[src/rtl/cc_pkg.sv]
package cc_pkg;
   typedef enum logic [2:0] {
      ST_IDLE,
      ST_LOOK,
      ST_VWB,
      ST_RMISS,
      ST_FILL,
      ST_DONE
   } cc_state_e;

   localparam logic [3:0] CMD_NONE      = 4'h0;
   localparam logic [3:0] CMD_READ_MISS = 4'h2;
   localparam logic [3:0] CMD_VICTIM_WB = 4'h5;
endpackage

[src/rtl/cc_tag_store.sv]
module cc_tag_store #(
   parameter int IDX_W = 6,
   parameter int TAG_W = 24
) (
   input  logic             clk,
   input  logic             rst_n,
   input  logic [IDX_W-1:0] rd_idx,
   output logic             rd_valid,
   output logic             rd_dirty,
   output logic [TAG_W-1:0] rd_tag,
   input  logic             wr_en,
   input  logic [IDX_W-1:0] wr_idx,
   input  logic [TAG_W-1:0] wr_tag,
   input  logic             wr_dirty,
   input  logic             mark_dirty,
   input  logic [IDX_W-1:0] mark_idx
);
   localparam int LINES = 1 << IDX_W;

   logic [LINES-1:0] valid_q;
   logic [LINES-1:0] dirty_q;
   logic [TAG_W-1:0] tag_q [LINES];

   always_ff @(posedge clk or negedge rst_n) begin
      if (!rst_n) begin
         valid_q <= '0;
         dirty_q <= '0;
      end else begin
         if (wr_en) begin
            valid_q[wr_idx] <= 1'b1;
            dirty_q[wr_idx] <= wr_dirty;
         end else if (mark_dirty) begin
            dirty_q[mark_idx] <= 1'b1;
         end
      end
   end

   always_ff @(posedge clk) begin
      if (wr_en) tag_q[wr_idx] <= wr_tag;
   end

   assign rd_valid = valid_q[rd_idx];
   assign rd_dirty = dirty_q[rd_idx];
   assign rd_tag   = tag_q[rd_idx];
endmodule

[src/rtl/cc_fill_seq.sv]
module cc_fill_seq #(
   parameter int BEATS  = 4,
   parameter int BCNT_W = 2
) (
   input  logic              clk,
   input  logic              rst_n,
   input  logic              clear,
   input  logic              step,
   output logic [BCNT_W-1:0] beat,
   output logic              last
);
   generate
      if (BEATS > 1) begin : g_count
         logic [BCNT_W-1:0] cnt_q;
         always_ff @(posedge clk or negedge rst_n) begin
            if (!rst_n)     cnt_q <= '0;
            else if (clear) cnt_q <= '0;
            else if (step)  cnt_q <= cnt_q + 1'b1;
         end
         assign beat = cnt_q;
         assign last = (cnt_q == BCNT_W'(BEATS - 1));
      end else begin : g_single
         assign beat = '0;
         assign last = 1'b1;
      end
   endgenerate
endmodule

[src/rtl/cc_ctrl.sv]
module cc_ctrl #(
   parameter int ADDR_W     = 36,
   parameter int LINE_BYTES = 64,
   parameter int DATA_W     = 128,
   parameter int CHECK_W    = 16,
   parameter int IDX_W      = 6,
   localparam int BEAT_W    = DATA_W + CHECK_W,
   localparam int OFF_W     = $clog2(LINE_BYTES),
   localparam int TAG_W     = ADDR_W - IDX_W - OFF_W,
   localparam int BEATS     = (LINE_BYTES * 8) / DATA_W,
   localparam int BCNT_W    = (BEATS > 1) ? $clog2(BEATS) : 1
) (
   input  logic              clk,
   input  logic              rst_n,
   input  logic              cpu_req,
   input  logic              cpu_we,
   input  logic [ADDR_W-1:0] cpu_addr,
   output logic              cpu_ready,
   output logic              cpu_done,
   output logic              cpu_hit,
   output logic [3:0]        bus_cmd,
   output logic [ADDR_W-1:0] bus_addr,
   input  logic              bus_ack,
   input  logic              fill_valid,
   input  logic [BEAT_W-1:0] fill_data,
   output logic              line_we,
   output logic [IDX_W-1:0]  line_index,
   output logic [BCNT_W-1:0] line_beat,
   output logic [BEAT_W-1:0] line_wdata
);
   import cc_pkg::*;

   initial begin
      if (BEATS * DATA_W != LINE_BYTES * 8) $error("line size is not a whole number of beats");
      if (TAG_W < 1) $error("address too narrow for index and offset");
      if ((1 << OFF_W) != LINE_BYTES) $error("line size must be a power of two");
   end

   cc_state_e         state_q, state_d;
   logic [ADDR_W-1:0] rq_addr_q;
   logic              rq_we_q;
   logic              hit_q;

   logic [IDX_W-1:0]  rq_idx;
   logic [TAG_W-1:0]  rq_tag;
   logic              ts_valid, ts_dirty;
   logic [TAG_W-1:0]  ts_tag;
   logic              lookup_hit;
   logic              beat_take, beat_last;
   logic              fill_end;

   assign rq_idx = rq_addr_q[OFF_W +: IDX_W];
   assign rq_tag = rq_addr_q[ADDR_W-1 -: TAG_W];

   cc_tag_store #(.IDX_W(IDX_W), .TAG_W(TAG_W)) u_tags (
      .clk        (clk),
      .rst_n      (rst_n),
      .rd_idx     (rq_idx),
      .rd_valid   (ts_valid),
      .rd_dirty   (ts_dirty),
      .rd_tag     (ts_tag),
      .wr_en      (fill_end),
      .wr_idx     (rq_idx),
      .wr_tag     (rq_tag),
      .wr_dirty   (rq_we_q),
      .mark_dirty ((state_q == ST_LOOK) && lookup_hit && rq_we_q),
      .mark_idx   (rq_idx)
   );

   cc_fill_seq #(.BEATS(BEATS), .BCNT_W(BCNT_W)) u_fill (
      .clk   (clk),
      .rst_n (rst_n),
      .clear (state_q == ST_RMISS),
      .step  (beat_take),
      .beat  (line_beat),
      .last  (beat_last)
   );

   assign lookup_hit = ts_valid && (ts_tag == rq_tag);
   assign beat_take  = (state_q == ST_FILL) && fill_valid;
   assign fill_end   = beat_take && beat_last;

   always_comb begin
      state_d = state_q;
      unique case (state_q)
         ST_IDLE:  if (cpu_req) state_d = ST_LOOK;
         ST_LOOK: begin
            if (lookup_hit)              state_d = ST_DONE;
            else if (ts_valid && ts_dirty) state_d = ST_VWB;
            else                         state_d = ST_RMISS;
         end
         ST_VWB:   if (bus_ack) state_d = ST_RMISS;
         ST_RMISS: if (bus_ack) state_d = ST_FILL;
         ST_FILL:  if (fill_end) state_d = ST_DONE;
         ST_DONE:  state_d = ST_IDLE;
         default:  state_d = ST_IDLE;
      endcase
   end

   always_ff @(posedge clk or negedge rst_n) begin
      if (!rst_n) begin
         state_q   <= ST_IDLE;
         rq_addr_q <= '0;
         rq_we_q   <= 1'b0;
         hit_q     <= 1'b0;
      end else begin
         state_q <= state_d;
         if (state_q == ST_IDLE && cpu_req) begin
            rq_addr_q <= cpu_addr;
            rq_we_q   <= cpu_we;
         end
         if (state_q == ST_LOOK) hit_q <= lookup_hit;
      end
   end

   always_comb begin
      bus_cmd  = CMD_NONE;
      bus_addr = '0;
      if (state_q == ST_VWB) begin
         bus_cmd  = CMD_VICTIM_WB;
         bus_addr = {ts_tag, rq_idx, {OFF_W{1'b0}}};
      end else if (state_q == ST_RMISS) begin
         bus_cmd  = CMD_READ_MISS;
         bus_addr = {rq_addr_q[ADDR_W-1:OFF_W], {OFF_W{1'b0}}};
      end
   end

   assign cpu_ready  = (state_q == ST_IDLE);
   assign cpu_done   = (state_q == ST_DONE);
   assign cpu_hit    = cpu_done && hit_q;
   assign line_we    = beat_take;
   assign line_index = rq_idx;
   assign line_wdata = fill_data;
endmodule

[config.mk]
export PLATFORM = sky130hd
export DESIGN_NAME = cc_ctrl
export DESIGN_NICKNAME = d
export VERILOG_FILES = /design/src/rtl/cc_pkg.sv /design/src/rtl/cc_tag_store.sv /design/src/rtl/cc_fill_seq.sv /design/src/rtl/cc_ctrl.sv
export SDC_FILE = /design/constraint.sdc
export NUM_CORES = 2
export LEC_CHECK = 0
export BUFFER_PORTS_ARGS = -buffer_cell sky130_fd_sc_hd__buf_4
export CORE_ASPECT_RATIO = 0.9
export CORE_MARGIN = 4
export CORE_UTILIZATION = 44
export CTS_CLUSTER_DIAMETER = 200
export CTS_CLUSTER_SIZE = 40
export DETAILED_ROUTE_END_ITERATION = 8
export GPL_TIMING_DRIVEN = 0
export PLACE_DENSITY_LB_ADDON = 0.2
export SETUP_SLACK_MARGIN = 0.15
export SLEW_MARGIN = 20
export SYNTH_ARGS = -nofsm -noshare
export SYNTH_HDL_FRONTEND = slang
export SYNTH_HIERARCHICAL = 1
export SYNTH_SLANG_ARGS = --single-unit
[constraint.sdc]
create_clock -name clk -period 5.1 [get_ports clk]
set_clock_uncertainty 0.1 [all_clocks]
set_input_delay 0.51 -clock clk [delete_from_list [all_inputs] [get_ports clk]]
set_output_delay 0.51 -clock clk [all_outputs]
set_load 0.03 [all_outputs]
* Yosys cells after proc, flatten, opt, wreduce, memory -nomap -nowiden
Memories as Yosys holds them, arrays and structs flattened.
Index checks and enable logic that the tools add are counted.
** Cells by class
- Order comparisons :: 2
- Reduce and logical (&&, ||, !) cells :: 13
- Equality and inequality tests :: 11
- Bitwise gates (word level) :: 2
- Add/sub/neg operators :: 1
- Multiplexer cells :: 24
** Operator list (count)
- 2-to-1 mux 64 bit :: 2
- OR 64 bit :: 2
- 2-to-1 mux 36 bit :: 2
- bitwise mux 64 bit :: 1
- equality test 24 bit :: 1
- 2-to-1 mux 3 bit :: 6
- one-hot mux 3 bit (5 select lines) :: 1
- binary-select mux 1 bit (select 6 bit) :: 2
- logical AND 1 bit :: 9
- inequality test 2 bit, second input constant :: 4
- < comparator 6 x 7 -> 1 bit, second input constant :: 1
- demux 1 bit (select 6 bit) :: 1
- equality test 3 x 2 -> 1 bit, second input constant :: 2
- equality test 3 bit, second input constant :: 2
- >= comparator 6 x 1 -> 1 bit, second input constant :: 1
- 2-to-1 mux 1 bit :: 6
- 2-to-1 mux 2 bit :: 3
- AND reduction 4 bit :: 1
- nonzero test 2 bit :: 2
- equality test 3 x 1 -> 1 bit, second input constant :: 1
- zero test 3 bit :: 1
- adder 2 x 1 -> 2 bit, second input constant :: 1
- equality test 2 bit, second input constant :: 1
** Word-level totals
- Register bits :: 171
- Word-level logic and storage cells :: 61
- Input bits :: 186
- Output and inout port bits :: 196
- Memory bits (writable) :: 1536
- Memories :: 1
** Memories
- u_tags.tag_q :: words 64, bits a word 24, rd ports 1, clocked after memory_dff 0, wr ports 1, RTL line cc_tag_store.sv:22 : logic [TAG_W-1:0] tag_q [LINES];

* Longest topological paths before layout
- Word-level depth :: 7
- Depth in mapped cells :: 19
- Depth with buffers taken out :: 14

* Hierarchy
The synthesis kept the hierarchy.
** Modules (own cells, without submodules)
- cc_tag_store :: area an instance 64775.9 um^2, cells an instance 2999, times used 1
- cc_ctrl :: area an instance 3340.7 um^2, cells an instance 361, times used 1
- cc_fill_seq :: area an instance 88.8 um^2, cells an instance 7, times used 1

* Worst setup path before layout
No wires, ideal clock.
- Path type :: register to register
- Start point :: register rq_addr_q[6]
- End point :: register u_tags.dirty_q[48]
- Stages on the path, launching flop included :: 17
- Required time :: 4.917 ns
- Data arrival time :: 3.868 ns
- Setup slack :: 1.049 ns
- Buffers on the path :: 4
- Library setup time :: 0.083 ns
- Cells stage by stage :: dfrtp_1 buf_6 buf_6 buf_2 mux4_2 mux2i_1 a22oi_1 and3_1 xnor2_1 nand4_1 nor4_2 nand2_1 nor2_1 or3b_2 or3_1 clkbuf_1 o21ai_0
** On the way
- Elaborated cells on any way between the ends :: 17
** RTL lines
- from (decl) :: RTL line cc_ctrl.sv:40 : logic [ADDR_W-1:0] rq_addr_q;
- from (signal assigned) :: RTL line cc_ctrl.sv:109 : rq_addr_q <= cpu_addr;
- memory read (64 x 24 bit)
- net ts_tag[3] :: RTL line cc_ctrl.sv:47 : logic [TAG_W-1:0] ts_tag;
- equality test 24 bit :: RTL line cc_ctrl.sv:79 : assign lookup_hit = ts_valid && (ts_tag == rq_tag);
- logical AND 1 bit :: RTL line cc_ctrl.sv:79
- logical AND 1 bit (2 in a row) :: RTL line cc_ctrl.sv:66 : .mark_dirty ((state_q == ST_LOOK) && lookup_hit && rq_we_q),
- nonzero test 2 bit (no line)
- to (signal, indexed assignment) :: RTL line cc_tag_store.sv:31 : dirty_q[wr_idx] <= wr_dirty;
- to (decl) :: RTL line cc_tag_store.sv:21 : logic [LINES-1:0] dirty_q;
The timed path passes the listed nets, and every way through them passes these cells. The select of a mux whose other input is x is not followed.
A chain may end at the register's enable or synchronous reset.

* Final worst setup path
- Start point :: register rq_addr_q[7]
- End point :: register u_tags.dirty_q[1]
The elaborated chain is that of the path after synthesis.

==> metrics.yaml <==
pwr:
  cellPowerDensity_nw_per_um2: 536
  peakVddDrop_v: 0.000929
  p_leak_uw: 0.0259
worst_setup_path:
  critPathRequiredTime_ps: 5650
  cp_max_fo: 10
  r2r-start: "rq_addr_q[7]$_DFFE_PN0P_"
  cp_num_buf_inv: 4
  crit_arrival_ps: 5620
  crit_path_cell_trace: "buf_12 > buf_16 > buf_12 > buf_12 > mux4_2 > o22ai_1 > nor4_4 > mux2_4 > xnor2_1 > nand4_1 > nor4_2 > nand2_2 > nor2_4 > nand3b_1 > nor3_2 > a21oi_1 > o21ai_0"
  critPathMaxStageDelay_ps: 690
  startpoint_type: "flip-flop"
  endpoint_kind: "flip-flop"
  cp.depth: 17
  cp-startpoint: "rq_addr_q[7]$_DFFE_PN0P_"
  reg2reg_depth: 17
  crit_path_frequent_cell: "buf_12"
  critPathKind: "flip-flop to flip-flop"
  crit_family: "simple AND/OR/NAND/NOR gates"
  cp_slowest_cell: "nor3_2"
sta:
  worst_pin_slew_ps: 1210
  hold_viol: 0
  slew_headroom_pct: 19.4
  finalWorstSetupSlack_ps: 29.7
  grt_setup_unrepaired: "yes"
  fin_tns_setup_ps: 0
  setup_viol: 0
  slew_viol_final: 0
  fmax_ghz: 0.197
  fin_crit_sh_pct: 99.4
  finalCriticalPeriod_ps: 5070
run:
  max_cap_violations: 0
grt:
  grt_pass1_vias: 34205
  grt_pass1_wl_mm: 271
  antenna_found_initial: 8
  gr-total-overflow: 0
  grt_max_degree: 73
  grt.total_usage_pct: 23.6
min_path:
  hold_path_class: "input pin to flip-flop"
  min_path_cells: 4
  min_from: "cpu_req"
clocking:
  clock_latency_ps: 730
  root_buffer: "clkbuf_16"
  cts_sinks: 1701
  clk_pin_slew_ps: 150
  cts_max_path_buffers: 3
  tritoncts: "built"
  cts_buffers: 48
  htree_levels: 2
die:
  core_area_um2: 153000
  ios: 382
  start_util_pct: 44.5
  die_w_um: 423
  fp.dieArea_um2: 161000
  fp.dieH_um: 382
  rows: 136
finish:
  nNetsFinal: 3968
  finish.utilization_pct: 51.0
  drive_above_1_share_pct: 37.6
  area_growth_pct: 14.7
yosys:
  ys_seq_area_share_pct: 73.7
  ys_types: 50
  synth_ff_type: "edfxtp_1"
  netlist_area_um2: 68200
  syn_avg_cell_area_um2: 20.3
  ys_ff_latch: 1701
  synthCells: 3367
  async_flop_share_pct: 9.70
  synth_enable_flop_cells: 1536
  synth_warnings: 6
drt:
  postRouteAntennaNets: 0
  drt_iter0_drc: 4528
  firstDrtPassIters: 5
  vias: 35362
  route.detailed.drc: 0
  routed_wl_mm: 194
  via_per_inst: 6.00
  wl_per_cell_um: 33.0
placed_design:
  place_congestion: 0.966
  dp_hpwl_mm: 133
  pre_cts_ws_ps: -1490
  io_buffers: 224
status:
  status: "finished, final reports clean"
## per-stage QoR
stage	hold WS, ps	total power, uW	instances	area (um^2)
finish	119	42000	5898	78300
global route	140	43300	5891	78200
CTS	77.4	41800	5886	78100
detailed placement	322	34400	5746	74700
global placement	346	33900	5667	72500
floorplan	114	27300	3373	68200
## cells in the final DEF, fill, tap and decap left out, drive strengths merged, types with 11 or more instances in the layout
cell type       n
a21oi          56
a221oi         18
a22o           15
a22oi          31
and2           18
and3           18
buf           623
clkbuf        120
dfrtp         165
dlygate4sd3    33
edfxtp       1536
inv            19
mux2           59
mux2i         175
mux4          410
nand2          60
nand2b         23
nand3          16
nand3b         11
nor2          102
nor2b          11
nor4           18
o21ai          78
o22ai          64
or2            53
xnor2          25
## final timing paths
| check | slack, ps | to |
|---|---|---|
| worst min-delay path | 120 | state_q[0]$_DFFE_PN0P_ |
| worst max-delay path | 30 | u_tags/dirty_q[1]$_DFFE_PN0P_ |
| worst max register to register | 30 | u_tags/dirty_q[1]$_DFFE_PN0P_ |
| min in group asynchronous | 140 | rq_addr_q[23]$_DFFE_PN0P_ |
| worst min register to register | 380 | u_tags/valid_q[43]$_DFFE_PN0P_ |
| max in group asynchronous | 3620 | u_tags/valid_q[55]$_DFFE_PN0P_ |
## registers in the layout, indices dropped and copies added (netlist names)
register	flops
state_q	3
u_fill/beat	2
rq_addr_q	30
hit_q	1
u_tags/valid_q	64
u_tags/tag_q	1536
u_tags/dirty_q	64
rq_we_q	1
## power by group
group,internal [uW],total [uW],switching (uW)
Clock,1880,5840,3960
Sequential,17300,18600,1350
Combinational,7020,17500,10500
Total,26200,42000,15800
## layout make-up
class	instances	area (um^2)
inverter	16	60.1
multi-input combinational	1324	16900
antenna	7	17.5
sequential	1701	50400
buffer	332	2980
tap	2070	2590
timing repair buffer	358	3970
fill	12080	75100
clock inverter	3	37.5
clock buffer	87	1370
## cells by family after synthesis
family	Yosys count	share of synthesized area (%)
AO/OA/AOI/OAI	275	2.49
XOR/XNOR	25	0.321
adder cells (fa/ha/maj)	1	0.0183
buffers and inverters	348	3.54
flip-flops	1701	73.7
multiplexers	644	17.1
other	1	0.00550
AND/OR/NAND/NOR	372	2.87
## metal layers
metal  vias up  part of all wire (%)  global-route usage [%]
li1      14311                     -                       -
met1     19228                    42                    35.2
met2      1582                    46                    36.1
met3       241                   8.7                    4.20
met4         0                   3.3                    6.77
met5         -                     0                       0
## Yosys cell counts (6+ instances only)
| master | number | area share, % |
|---|---|---|
| dfrtp_1 | 165 | 6.1 |
| nor4_1 | 17 | 0.16 |
| and3_1 | 18 | 0.17 |
| inv_1 | 16 | 0.088 |
| o22ai_1 | 64 | 0.59 |
| nand2_1 | 60 | 0.33 |
| xnor2_1 | 25 | 0.32 |
| a21oi_1 | 56 | 0.41 |
| a221oi_1 | 18 | 0.23 |
| mux4_2 | 410 | 14 |
| buf_1 | 10 | 0.055 |
| a22o_1 | 15 | 0.19 |
| nor2_1 | 101 | 0.56 |
| nand4_1 | 6 | 0.055 |
| mux2_2 | 54 | 0.89 |
| nand2b_1 | 23 | 0.21 |
| buf_2 | 55 | 0.40 |
| buf_4 | 197 | 2.2 |
| or3_1 | 10 | 0.092 |
| o211ai_1 | 7 | 0.077 |
| nor2b_1 | 11 | 0.10 |
| buf_6 | 36 | 0.59 |
| o21ai_0 | 75 | 0.55 |
| nand3b_1 | 11 | 0.12 |
| a22oi_1 | 31 | 0.34 |
| and2_1 | 18 | 0.17 |
| edfxtp_1 | 1536 | 68 |
| nand3_1 | 16 | 0.12 |
| or2_2 | 53 | 0.49 |
| clkbuf_1 | 32 | 0.18 |
| mux2i_1 | 175 | 2.6 |
| nor3_1 | 8 | 0.059 |
## worst min-delay path, cell delays in order
cell	delay (ps)
buf_4	90
o31a_1	100
o21ai_0	80
a31oi_1	130
## timing repair
item                                    CTS  global route
hold endpoints to repair                126             0
endpoints found under the setup margin   89            47
gates cloned                              2             0
setup buffers                            15             5
hold buffers                             33             0
gates resized for setup                 339            42
pin swaps                                17             6
Note: power is estimated with default switching activity, not from simulation.
